$ cat src/rtl/seg_guard_pkg.sv
package seg_guard_pkg;

  localparam int SEL_W  = 16;
  localparam int DESC_W = 64;
  localparam int VEC_W  = 8;

  localparam logic [VEC_W-1:0] VEC_GENERAL  = 8'd13;
  localparam logic [VEC_W-1:0] VEC_ABSENT   = 8'd11;
  localparam logic [VEC_W-1:0] VEC_STACKF   = 8'd12;

  // descriptor bit positions the checks depend on
  localparam int DB_PRESENT = 47;
  localparam int DB_DPL_HI  = 46;
  localparam int DB_DPL_LO  = 45;
  localparam int DB_CODEDAT = 44;
  localparam int DB_EXEC    = 43;
  localparam int DB_RDWR    = 41;

  typedef struct packed {
    logic [SEL_W-4:0] index;
    logic             tbl;
    logic [1:0]       rpl;
  } selector_t;

  typedef struct packed {
    logic limit_bad;
    logic type_bad;
    logic priv_bad;
    logic absent;
  } check_flags_t;

  function automatic logic [1:0] weaker_level(input logic [1:0] a, input logic [1:0] b);
    return (a > b) ? a : b;
  endfunction

endpackage

$ cat src/rtl/seg_type_check.sv
module seg_type_check
  import seg_guard_pkg::*;
#(
  parameter int LIMIT_W = 16
) (
  input  logic              is_stack,
  input  selector_t         sel,
  input  logic [LIMIT_W-1:0] limit,
  input  logic [DESC_W-1:0] desc,
  output logic              limit_bad,
  output logic              type_bad,
  output logic              absent
);

  localparam int IDX_W = SEL_W - 3;
  localparam int CMP_W = ((LIMIT_W > SEL_W) ? LIMIT_W : SEL_W) + 1;

  logic [CMP_W-1:0] last_byte;
  logic [CMP_W-1:0] limit_ext;
  logic             code_data;
  logic             exec;
  logic             rdwr;

  always_comb begin
    last_byte = CMP_W'({sel.index, 3'b111});
    limit_ext = CMP_W'(limit);
    limit_bad = last_byte > limit_ext;
  end

  always_comb begin
    code_data = desc[DB_CODEDAT];
    exec      = desc[DB_EXEC];
    rdwr      = desc[DB_RDWR];
    if (is_stack) begin
      // stack: writable data segment only
      type_bad = !code_data || exec || !rdwr;
    end else begin
      // data register: anything but system descriptors and execute-only code
      type_bad = !code_data || (exec && !rdwr);
    end
    absent = !desc[DB_PRESENT];
  end

  logic unused_tbl;
  assign unused_tbl = sel.tbl ^ (|sel.rpl) ^ (|IDX_W);

endmodule

$ cat src/rtl/seg_priv_check.sv
module seg_priv_check
  import seg_guard_pkg::*;
(
  input  logic       is_stack,
  input  logic [1:0] cpl,
  input  logic [1:0] rpl,
  input  logic [1:0] dpl,
  output logic [1:0] eff_level,
  output logic       priv_bad
);

  always_comb begin
    eff_level = weaker_level(cpl, rpl);
    if (is_stack) begin
      priv_bad = (dpl != cpl) || (rpl != cpl);
    end else begin
      priv_bad = eff_level > dpl;
    end
  end

endmodule

$ cat src/rtl/seg_shadow_file.sv
module seg_shadow_file
  import seg_guard_pkg::*;
#(
  parameter int NUM_SLOTS = 4
) (
  input  logic                         clk,
  input  logic                         rst,
  input  logic                         wr_en,
  input  logic [$clog2(NUM_SLOTS)-1:0] wr_slot,
  input  logic [SEL_W-1:0]             wr_sel,
  input  logic [DESC_W-1:0]            wr_desc,
  input  logic [$clog2(NUM_SLOTS)-1:0] rd_slot,
  output logic [SEL_W-1:0]             rd_sel,
  output logic [DESC_W-1:0]            rd_desc
);

  localparam int ENTRY_W = SEL_W + DESC_W;

  logic [ENTRY_W-1:0]   mem [NUM_SLOTS];
  logic [NUM_SLOTS-1:0] loaded;
  logic [ENTRY_W-1:0]   rd_word;

  // data array without reset so it maps onto RAM
  always_ff @(posedge clk) begin
    if (wr_en) mem[wr_slot] <= {wr_sel, wr_desc};
  end

  generate
    for (genvar g = 0; g < NUM_SLOTS; g++) begin : g_loaded
      always_ff @(posedge clk) begin
        if (rst) loaded[g] <= 1'b0;
        else if (wr_en && (wr_slot == g)) loaded[g] <= 1'b1;
      end
    end
  endgenerate

  always_ff @(posedge clk) begin
    if (rst) rd_word <= '0;
    else     rd_word <= loaded[rd_slot] ? mem[rd_slot] : '0;
  end

  assign rd_sel  = rd_word[ENTRY_W-1 -: SEL_W];
  assign rd_desc = rd_word[DESC_W-1:0];

  // a committed entry is what the read port returns once addressed
  a_r10_write_visible: assert property (@(posedge clk) disable iff (rst)
    (wr_en ##1 (rd_slot == $past(wr_slot))) |=> (rd_sel == $past(wr_sel, 2)))
    else $error("a_r10_write_visible");

endmodule

$ cat src/rtl/seg_load_guard.sv
module seg_load_guard
  import seg_guard_pkg::*;
#(
  parameter int NUM_SLOTS  = 4,
  parameter int STACK_SLOT = 0,
  parameter int LIMIT_W    = 16
) (
  input  logic                         clk,
  input  logic                         rst,
  input  logic                         req_valid,
  input  logic [$clog2(NUM_SLOTS)-1:0] req_slot,
  input  logic [15:0]                  req_sel,
  input  logic [1:0]                   req_cpl,
  input  logic [LIMIT_W-1:0]           req_limit,
  input  logic [63:0]                  req_desc,
  input  logic [$clog2(NUM_SLOTS)-1:0] rd_slot,
  output logic                         rsp_valid,
  output logic                         rsp_fault,
  output logic [7:0]                   rsp_vector,
  output logic [15:0]                  rsp_errcode,
  output logic [15:0]                  rd_sel,
  output logic [63:0]                  rd_desc
);

  localparam int SLOT_W = $clog2(NUM_SLOTS);

  // stage 1: captured request
  logic                s1_valid;
  logic [SLOT_W-1:0]   s1_slot;
  selector_t           s1_sel;
  logic [1:0]          s1_cpl;
  logic [LIMIT_W-1:0]  s1_limit;
  logic [DESC_W-1:0]   s1_desc;

  always_ff @(posedge clk) begin
    if (rst) begin
      s1_valid <= 1'b0;
      s1_slot  <= '0;
      s1_sel   <= '0;
      s1_cpl   <= '0;
      s1_limit <= '0;
      s1_desc  <= '0;
    end else begin
      s1_valid <= req_valid;
      if (req_valid) begin
        s1_slot  <= req_slot;
        s1_sel   <= selector_t'(req_sel);
        s1_cpl   <= req_cpl;
        s1_limit <= req_limit;
        s1_desc  <= req_desc;
      end
    end
  end

  logic         s1_stack;
  logic [1:0]   s1_dpl;
  logic [1:0]   s1_eff;
  check_flags_t flags;

  assign s1_stack = (s1_slot == SLOT_W'(STACK_SLOT));
  assign s1_dpl   = s1_desc[DB_DPL_HI:DB_DPL_LO];

  seg_type_check #(.LIMIT_W(LIMIT_W)) u_type (
    .is_stack  (s1_stack),
    .sel       (s1_sel),
    .limit     (s1_limit),
    .desc      (s1_desc),
    .limit_bad (flags.limit_bad),
    .type_bad  (flags.type_bad),
    .absent    (flags.absent)
  );

  seg_priv_check u_priv (
    .is_stack  (s1_stack),
    .cpl       (s1_cpl),
    .rpl       (s1_sel.rpl),
    .dpl       (s1_dpl),
    .eff_level (s1_eff),
    .priv_bad  (flags.priv_bad)
  );

  // fault merge: vector 13 causes outrank the presence check
  logic             general_bad;
  logic             any_bad;
  logic [VEC_W-1:0] vec_next;

  always_comb begin
    general_bad = flags.limit_bad || flags.type_bad || flags.priv_bad;
    any_bad     = general_bad || flags.absent;
    if (general_bad)       vec_next = VEC_GENERAL;
    else if (flags.absent) vec_next = s1_stack ? VEC_STACKF : VEC_ABSENT;
    else                   vec_next = '0;
  end

  logic commit;
  assign commit = s1_valid && !any_bad;

  // stage 2: registered response
  always_ff @(posedge clk) begin
    if (rst) begin
      rsp_valid   <= 1'b0;
      rsp_fault   <= 1'b0;
      rsp_vector  <= '0;
      rsp_errcode <= '0;
    end else begin
      rsp_valid   <= s1_valid;
      rsp_fault   <= s1_valid && any_bad;
      rsp_vector  <= s1_valid ? vec_next : '0;
      rsp_errcode <= (s1_valid && any_bad) ? SEL_W'(s1_sel) : '0;
    end
  end

  seg_shadow_file #(.NUM_SLOTS(NUM_SLOTS)) u_file (
    .clk     (clk),
    .rst     (rst),
    .wr_en   (commit),
    .wr_slot (s1_slot),
    .wr_sel  (SEL_W'(s1_sel)),
    .wr_desc (s1_desc),
    .rd_slot (rd_slot),
    .rd_sel  (rd_sel),
    .rd_desc (rd_desc)
  );

  // no response on the cycle after reset
  a_r1_quiet_after_reset: assert property (@(posedge clk) disable iff (rst)
    $past(rst) |-> !rsp_valid)
    else $error("a_r1_quiet_after_reset");

  // response follows request by two edges
  a_r2_latency: assert property (@(posedge clk) disable iff (rst)
    req_valid |-> ##2 rsp_valid)
    else $error("a_r2_latency");

  // committed data loads satisfy the effective privilege rule
  a_r5_data_priv: assert property (@(posedge clk) disable iff (rst)
    (rsp_valid && !rsp_fault && !$past(s1_stack)) |-> ($past(s1_eff) <= $past(s1_dpl)))
    else $error("a_r5_data_priv");

  // committed stack loads run at exactly the current level
  a_r7_stack_level: assert property (@(posedge clk) disable iff (rst)
    (rsp_valid && !rsp_fault && $past(s1_stack)) |->
      (($past(s1_dpl) == $past(s1_cpl)) && ($past(s1_sel.rpl) == $past(s1_cpl))))
    else $error("a_r7_stack_level");

  // only the three defined vectors appear on a fault
  a_r8_vector_set: assert property (@(posedge clk) disable iff (rst)
    (rsp_valid && rsp_fault) |->
      (rsp_vector == 8'd13 || rsp_vector == 8'd11 || rsp_vector == 8'd12))
    else $error("a_r8_vector_set");

  // a fault carries the captured selector
  a_r9_errcode: assert property (@(posedge clk) disable iff (rst)
    (rsp_valid && rsp_fault) |-> (rsp_errcode == 16'($past(s1_sel))))
    else $error("a_r9_errcode");

  // a commit reports clean fields
  a_r10_clean_commit: assert property (@(posedge clk) disable iff (rst)
    (rsp_valid && !rsp_fault) |-> (rsp_vector == '0 && rsp_errcode == '0))
    else $error("a_r10_clean_commit");

endmodule

$ cat config.mk
export PLATFORM = sky130hd
export DESIGN_NAME = seg_load_guard
export DESIGN_NICKNAME = d
export VERILOG_FILES = /design/src/rtl/seg_guard_pkg.sv /design/src/rtl/seg_type_check.sv /design/src/rtl/seg_priv_check.sv /design/src/rtl/seg_shadow_file.sv /design/src/rtl/seg_load_guard.sv
export SDC_FILE = /design/constraint.sdc
export NUM_CORES = 1
export LEC_CHECK = 0
export BUFFER_PORTS_ARGS = -buffer_cell sky130_fd_sc_hd__buf_2
export CAP_MARGIN = 20
export CORE_MARGIN = 2
export CORE_UTILIZATION = 55
export CTS_CLUSTER_SIZE = 25
export DETAILED_ROUTE_END_ITERATION = 6
export HOLD_SLACK_MARGIN = 0.03
export PLACE_DENSITY = 0.78
export SYNTH_ARGS = -nofsm -noshare
export SYNTH_HDL_FRONTEND = slang
export SYNTH_SLANG_ARGS = --single-unit
export TNS_END_PERCENT = 50
$ cat constraint.sdc
create_clock -name clk -period 17.7 [get_ports clk]
set_input_delay 0.885 -clock clk [delete_from_list [all_inputs] [get_ports clk]]
set_output_delay 0.885 -clock clk [all_outputs]
set_load 0.02 [all_outputs]
======== Yosys cells after proc, flatten, opt, wreduce, memory -nomap -nowiden ========
Memories as Yosys holds them, arrays and structs flattened. A register that Yosys moved wholly into a read port is not among the register bits.
Cells that the tools add are included.
operators by class
  equal/unequal tests ..................... 5
  multiplexer cells ....................... 10
  reductions and logical operators ........ 23
  bitwise operators ....................... 3
  order comparisons ....................... 4
operators by type and width
  operator                                                                      count
  16-bit > comparator                                                           1
  4-bit 2-to-1 mux                                                              2
  1-bit logical AND                                                             7
  1-bit logical OR                                                              7
  2-bit OR reduction                                                            3
  1-bit 2-to-1 mux                                                              5
  2-bit equality test, second input constant                                    2
  2-bit > comparator                                                            2
  1-bit zero test                                                               4
  2-bit != test                                                                 2
  4-bit OR reduction                                                            1
  2-bit by 3-bit less-than comparator with 1-bit output, second input constant  1
  3-bit 2-to-1 mux                                                              1
  1-bit NOT                                                                     3
  1-bit binary-select mux with 2-bit select                                     1
  2-bit by 1-bit equality test with 1-bit output, second input constant         1
  2-bit zero test                                                               1
  2-bit 2-to-1 mux                                                              1
word-level totals
  memories kept ........................... 1
  output and inout bits ................... 106
  logic and storage cells ................. 63
  input bits .............................. 105
  memory bits (writable) .................. 320
  register bits ........................... 131
memories
  name        depth  bits a word  read ports  clocked after Yosys merged registers in  write ports  line                   RTL
  u_file.mem  4      80           1           1                                        1            seg_shadow_file.sv:19  logic [ENTRY_W-1:0] mem [NUM_SLOTS];

======== Depth between registers and ports, before layout ========
  depth in word-level cells ............... 11
  mapped depth ............................ 14
  depth with buffers taken out ............ 12

======== Hierarchy ========
A second synthesis with hierarchy kept.
unflattened totals
  cells, all modules ...................... 1064
  area, all modules ....................... 18602.8 sq um
by module, submodules not included
  module           cells an instance  area an instance (sq um)  seq. area each (sq um)  times used
  seg_shadow_file  607                13850.8                   11290.8                 1
  seg_load_guard   384                4229.1                    2462.4                  1
  seg_type_check   52                 355.3                     0.0                     1
  seg_priv_check   21                 167.7                     0.0                     1

======== Worst setup path after synthesis ========
Ideal clock, no wire load.
  path kind ............................... register to register
  start ................................... reg s1_sel[1] (netlist name)
  end ..................................... mem u_file.mem[0][0] (netlist name), enable pin
  path buffers ............................ 1
  stages on the path, launching flop included .. 12
  arrival time ............................ 9.640 ns
  library setup time ...................... 0.718 ns
  data required time ...................... 16.982 ns
  path slack .............................. 7.342 ns
  clock period less this slack ............ 10.358 ns
  cell sequence ........................... dfxtp_1 -> inv_1 -> ha_1 -> o21bai_1 -> a32o_1 -> a21oi_1 -> ha_1 -> nor2b_1 -> a2bb2oi_1 -> o31a_2 -> clkbuf_1 -> nor4_1
between the ends
  longest elaborated chain between the ends .. 10
  elaborated cells on any way between the ends .. 12
  those cells by class .................... 2 x order compare; 1 x eq/ne; 4 x mux; 5 x reduce/logical
ends and longest elaborated chain
  item                                      line                   RTL
  from (decl)                               seg_load_guard.sv:30   selector_t s1_sel;
  from (signal assigned)                    seg_load_guard.sv:47   s1_sel <= selector_t'(req_sel);
  2-bit > comparator                        seg_guard_pkg.sv:33    return (a > b) ? a : b;
  2-bit 2-to-1 mux                          seg_guard_pkg.sv:33
  2-bit > comparator                        seg_priv_check.sv:17   priv_bad = eff_level > dpl;
  1-bit 2-to-1 mux *                        seg_priv_check.sv:14   if (is_stack) begin
  1-bit logical OR *                        seg_load_guard.sv:88   general_bad = flags.limit_bad || flags.type_bad || flags.priv_bad;
  1-bit logical OR *                        seg_load_guard.sv:89   any_bad = general_bad || flags.absent;
  1-bit zero test *                         seg_load_guard.sv:96   assign commit = s1_valid && !any_bad;
  1-bit logical AND *                       seg_load_guard.sv:96
  1-bit 2-to-1 mux *                        seg_shadow_file.sv:25  if (wr_en) mem[wr_slot] <= {wr_sel, wr_desc};
  1-bit 2-to-1 mux (implied by the code) *  seg_shadow_file.sv:25
  to (decl)                                 seg_shadow_file.sv:19
Every way passes the cells marked *; elsewhere a longest branch is shown, timed or not.

======== Final worst setup path ========
  start ................................... reg s1_sel[1] (netlist name)
  end ..................................... mem u_file.mem[3][3] (netlist name), enable pin
Same word-level chain as after synthesis.

==> out/qor.yml <==
synth_top_area_share_pct: 51.6
path_max_fanout: 54
clock_latency_ps: 560
rrSetupSlack_ps: 14230
cts_resized: 0
setup_viol: 0
yosysWarningCount: 0
crit_top_cell: "ha_1"
synth_edf_count: 320
synth-seq-area-share_pct: 73.8
grt_max_degree: 88
grt-ovfl-total: 0
async_flop_share_pct: 0
maxCapViolCount: 0
internal_power_w: 0.00195
syn_area_per_cell_sq_um: 17.4
syn-cell-area_sq_um: 18600
wl_per_cell_microns: 19.7
powerDensity_nw_per_um2: 113
fin_util_pct: 64.9
clkPwrFrac_pct: 41.5
synth_top_cells_by_count: "edfxtp_1, dfxtp_1, nor2_1, mux2i_1, nor2b_1"
p_leak_nw: 8.45
areaGrowthSynthToFinish_pct: 16.5
seqCellArea_sq_um: 13800
design_area_sq_um: 21700
fin_crit_sh_pct: 19.6
timing.fmax_mhz: 288
dieArea_sq_um: 35400
cts_root_buffer: "clkbuf_16"
path_buf_inv: 2
track_usage_pct: 20.0
cts_setup_buffers: 0
drive_gt1_share_pct: 30.2
cp_slowest_cell: "buf_4"
switchingPower_w: 0.000497
dpl_cell_area_sq_um: 20100
htree_levels: 2
ys.flop_type: "edfxtp_1"
nNetsFinal: 1411
finalSetupTns_ps: 0
final.fill_count: 2362
crit_arrival_ps: 3640
cp_cell_sequence: "inv_1 > ha_1 > o21bai_1 > a32o_1 > a21oi_1 > ha_1 > nor2b_1 > a2bb2oi_1 > o31a_2 > nor4_2 > buf_4"
hold_buffers: 0
hp-class: "flop to flop"
drt-met1-wl_microns: 14900
syn_inst: 1072
first_pass_iters: 7
yosysUniqueCellTypes: 43
slew_violations: 0
grt_pass1_wl_microns: 53900
max_slew.worst_pin.slew_ps: 993
drc: 0
totalWireLength_microns: 35100
fin_crit_ps: 3470
die_y_microns: 188
antenna_cells: 0
cts.sinks: 527
vdd_drop_max_uv: 89.4
p_seq_share_pct: 54.5
grt_pass1_vias: 9587
final_cells: 1777
synth.most_common_cell: "edfxtp_1"
clockBufferDepth: 3
multiInputGateArea_sq_um: 4580
place.gp.congestion: 0.756
rows: 67
dp.cells: 1683
status: "finished, final reports clean"
dr_wl_met3_microns: 2130
antenna_found_initial: 4
ys_top_cells_by_area: "edfxtp_1, dfxtp_1, mux4_2, mux2i_1, nor2b_1"
vias_per_cell: 5.30
dieWidth_microns: 188
switching_share_pct: 20.3
postRouteAntennaNets: 0
clock_skew_ps: 18.5
routed.top_layer: "met5"
cts_buffers: 51
initial_core_util_pct: 55.7
via_count: 9422
synth_top_area_cell: "edfxtp_1"
crit_family: "compound AO/OA/AOI/OAI gates"
worstSetupPathType: "flop to flop"
pwr-share-comb_pct: 4.1
critPathCaptureType: "flop"
rsz0062_at_grt: "false"
synth_seq_cells: 527
finalHoldViolCount: 0
cp-start-kind: "flop"
io_pins: 211
cts_tree: "built"
critPathMaxStageDelay_ps: 680
path_clk_slew_ps: 60
worstPathRequired_ps: 17870
io_buffers: 206
wl_met2_microns: 17400
drt-initial-drc-count: 587
max_slew_margin_pct: 33.8
core_sq_um: 33400
dp_hpwl_microns: 20500
[placed cells by master (no fill, tap or decap), types with 2 or more instances in the layout]
master	netlist	layout
inv_1	21	21
nor4_1	7	3
buf_6	2	2
dfxtp_1	207	207
nand4_1	5	5
clkinv_2	0	11
clkbuf_8	1	7
o211ai_1	2	2
clkbuf_1	43	12
ha_1	18	18
o21ba_2	4	4
a21oi_1	6	6
nor2_1	108	108
buf_4	4	14
mux2i_1	100	100
buf_2	4	202
o31ai_1	2	2
and2_4	9	9
and2_2	7	7
xnor2_1	2	2
clkinv_1	0	9
mux4_2	81	81
edfxtp_1	320	320
clkbuf_16	0	53
nand2_1	8	8
nor2b_1	84	84
conb_1	1	4
and4_1	2	2
o21ai_0	3	3
nor3b_1	2	2
nor4_2	0	4
[logic make-up (layout without fill, tap and decap cells)]
logic type | count (synthesis) | in the layout | share of synthesized area [%]
flip-flops | 527 | 527 | 73.8
AND/OR/NAND/NOR | 237 | 237 | 6.66
multiplexers | 181 | 181 | 15.2
buffers and inverters | 79 | 333 | 1.83
AO/OA/AOI/OAI | 27 | 27 | 1.19
adder cells (fa/ha/maj) | 18 | 18 | 1.21
XOR/XNOR | 2 | 2 | 0.0941
other | 1 | 4 | 0.0201
[layout make-up]
cell class | instances | area share (%)
sequential | 527 | 63.4
inverter | 21 | 0.363
clock inverter | 22 | 0.588
tap | 448 | 2.58
multi-input combinational | 469 | 21.1
clock buffer | 72 | 6.76
timing repair buffer | 218 | 5.25
[power by group through the flow]
stage	sequential, W	clock, W	combinational [W]
after floorplan	0.00135	0	0.0000733
after global placement	0.00136	0	0.0000982
after detailed placement	0.00136	0	0.000100
after CTS	0.00133	0.00104	0.000101
after global routing	0.00134	0.00109	0.000110
final	0.00133	0.00102	0.0000999
[worst paths after layout]
kind / cells after the start / from / endpoint
max: 11 / s1_sel[1] / u_file.mem[3][3]
max reg2reg: 11 / s1_sel[1] / u_file.mem[3][3]
min: 1 / u_file.loaded[3] / u_file.loaded[3]
min reg2reg: 1 / u_file.loaded[3] / u_file.loaded[3]
[registers in the layout, indices dropped and copies added (netlist names)]
signal and cells:
s1_sel 16, rsp_fault 1, s1_cpl 2, rsp_valid 1
u_file.rd_word 80, u_file.loaded 4, u_file.mem 320, rsp_errcode 16
s1_valid 1, rsp_vector 4, s1_desc 64, s1_slot 2
s1_limit 16
[per-stage QoR]
stage / worst slack (ps) / total power [W] / hold WS [ps]
2_1_floorplan: 7340 / 0.00143 / 453
3_3_place_gp: 14380 / 0.00146 / 461
6_report: 14230 / 0.00245 / 481
3_5_place_dp: 14270 / 0.00146 / 467
4_1_cts: 14250 / 0.00247 / 481
5_1_grt: 14070 / 0.00253 / 502
[layer usage]
metal	track usage, %	vias to the layer above
met1	26.4	4690
met5	0	-
met2	34.0	267
met3	4.29	59
li1	-	4398
met4	5.03	8
(Power assumes the default switching activity.)
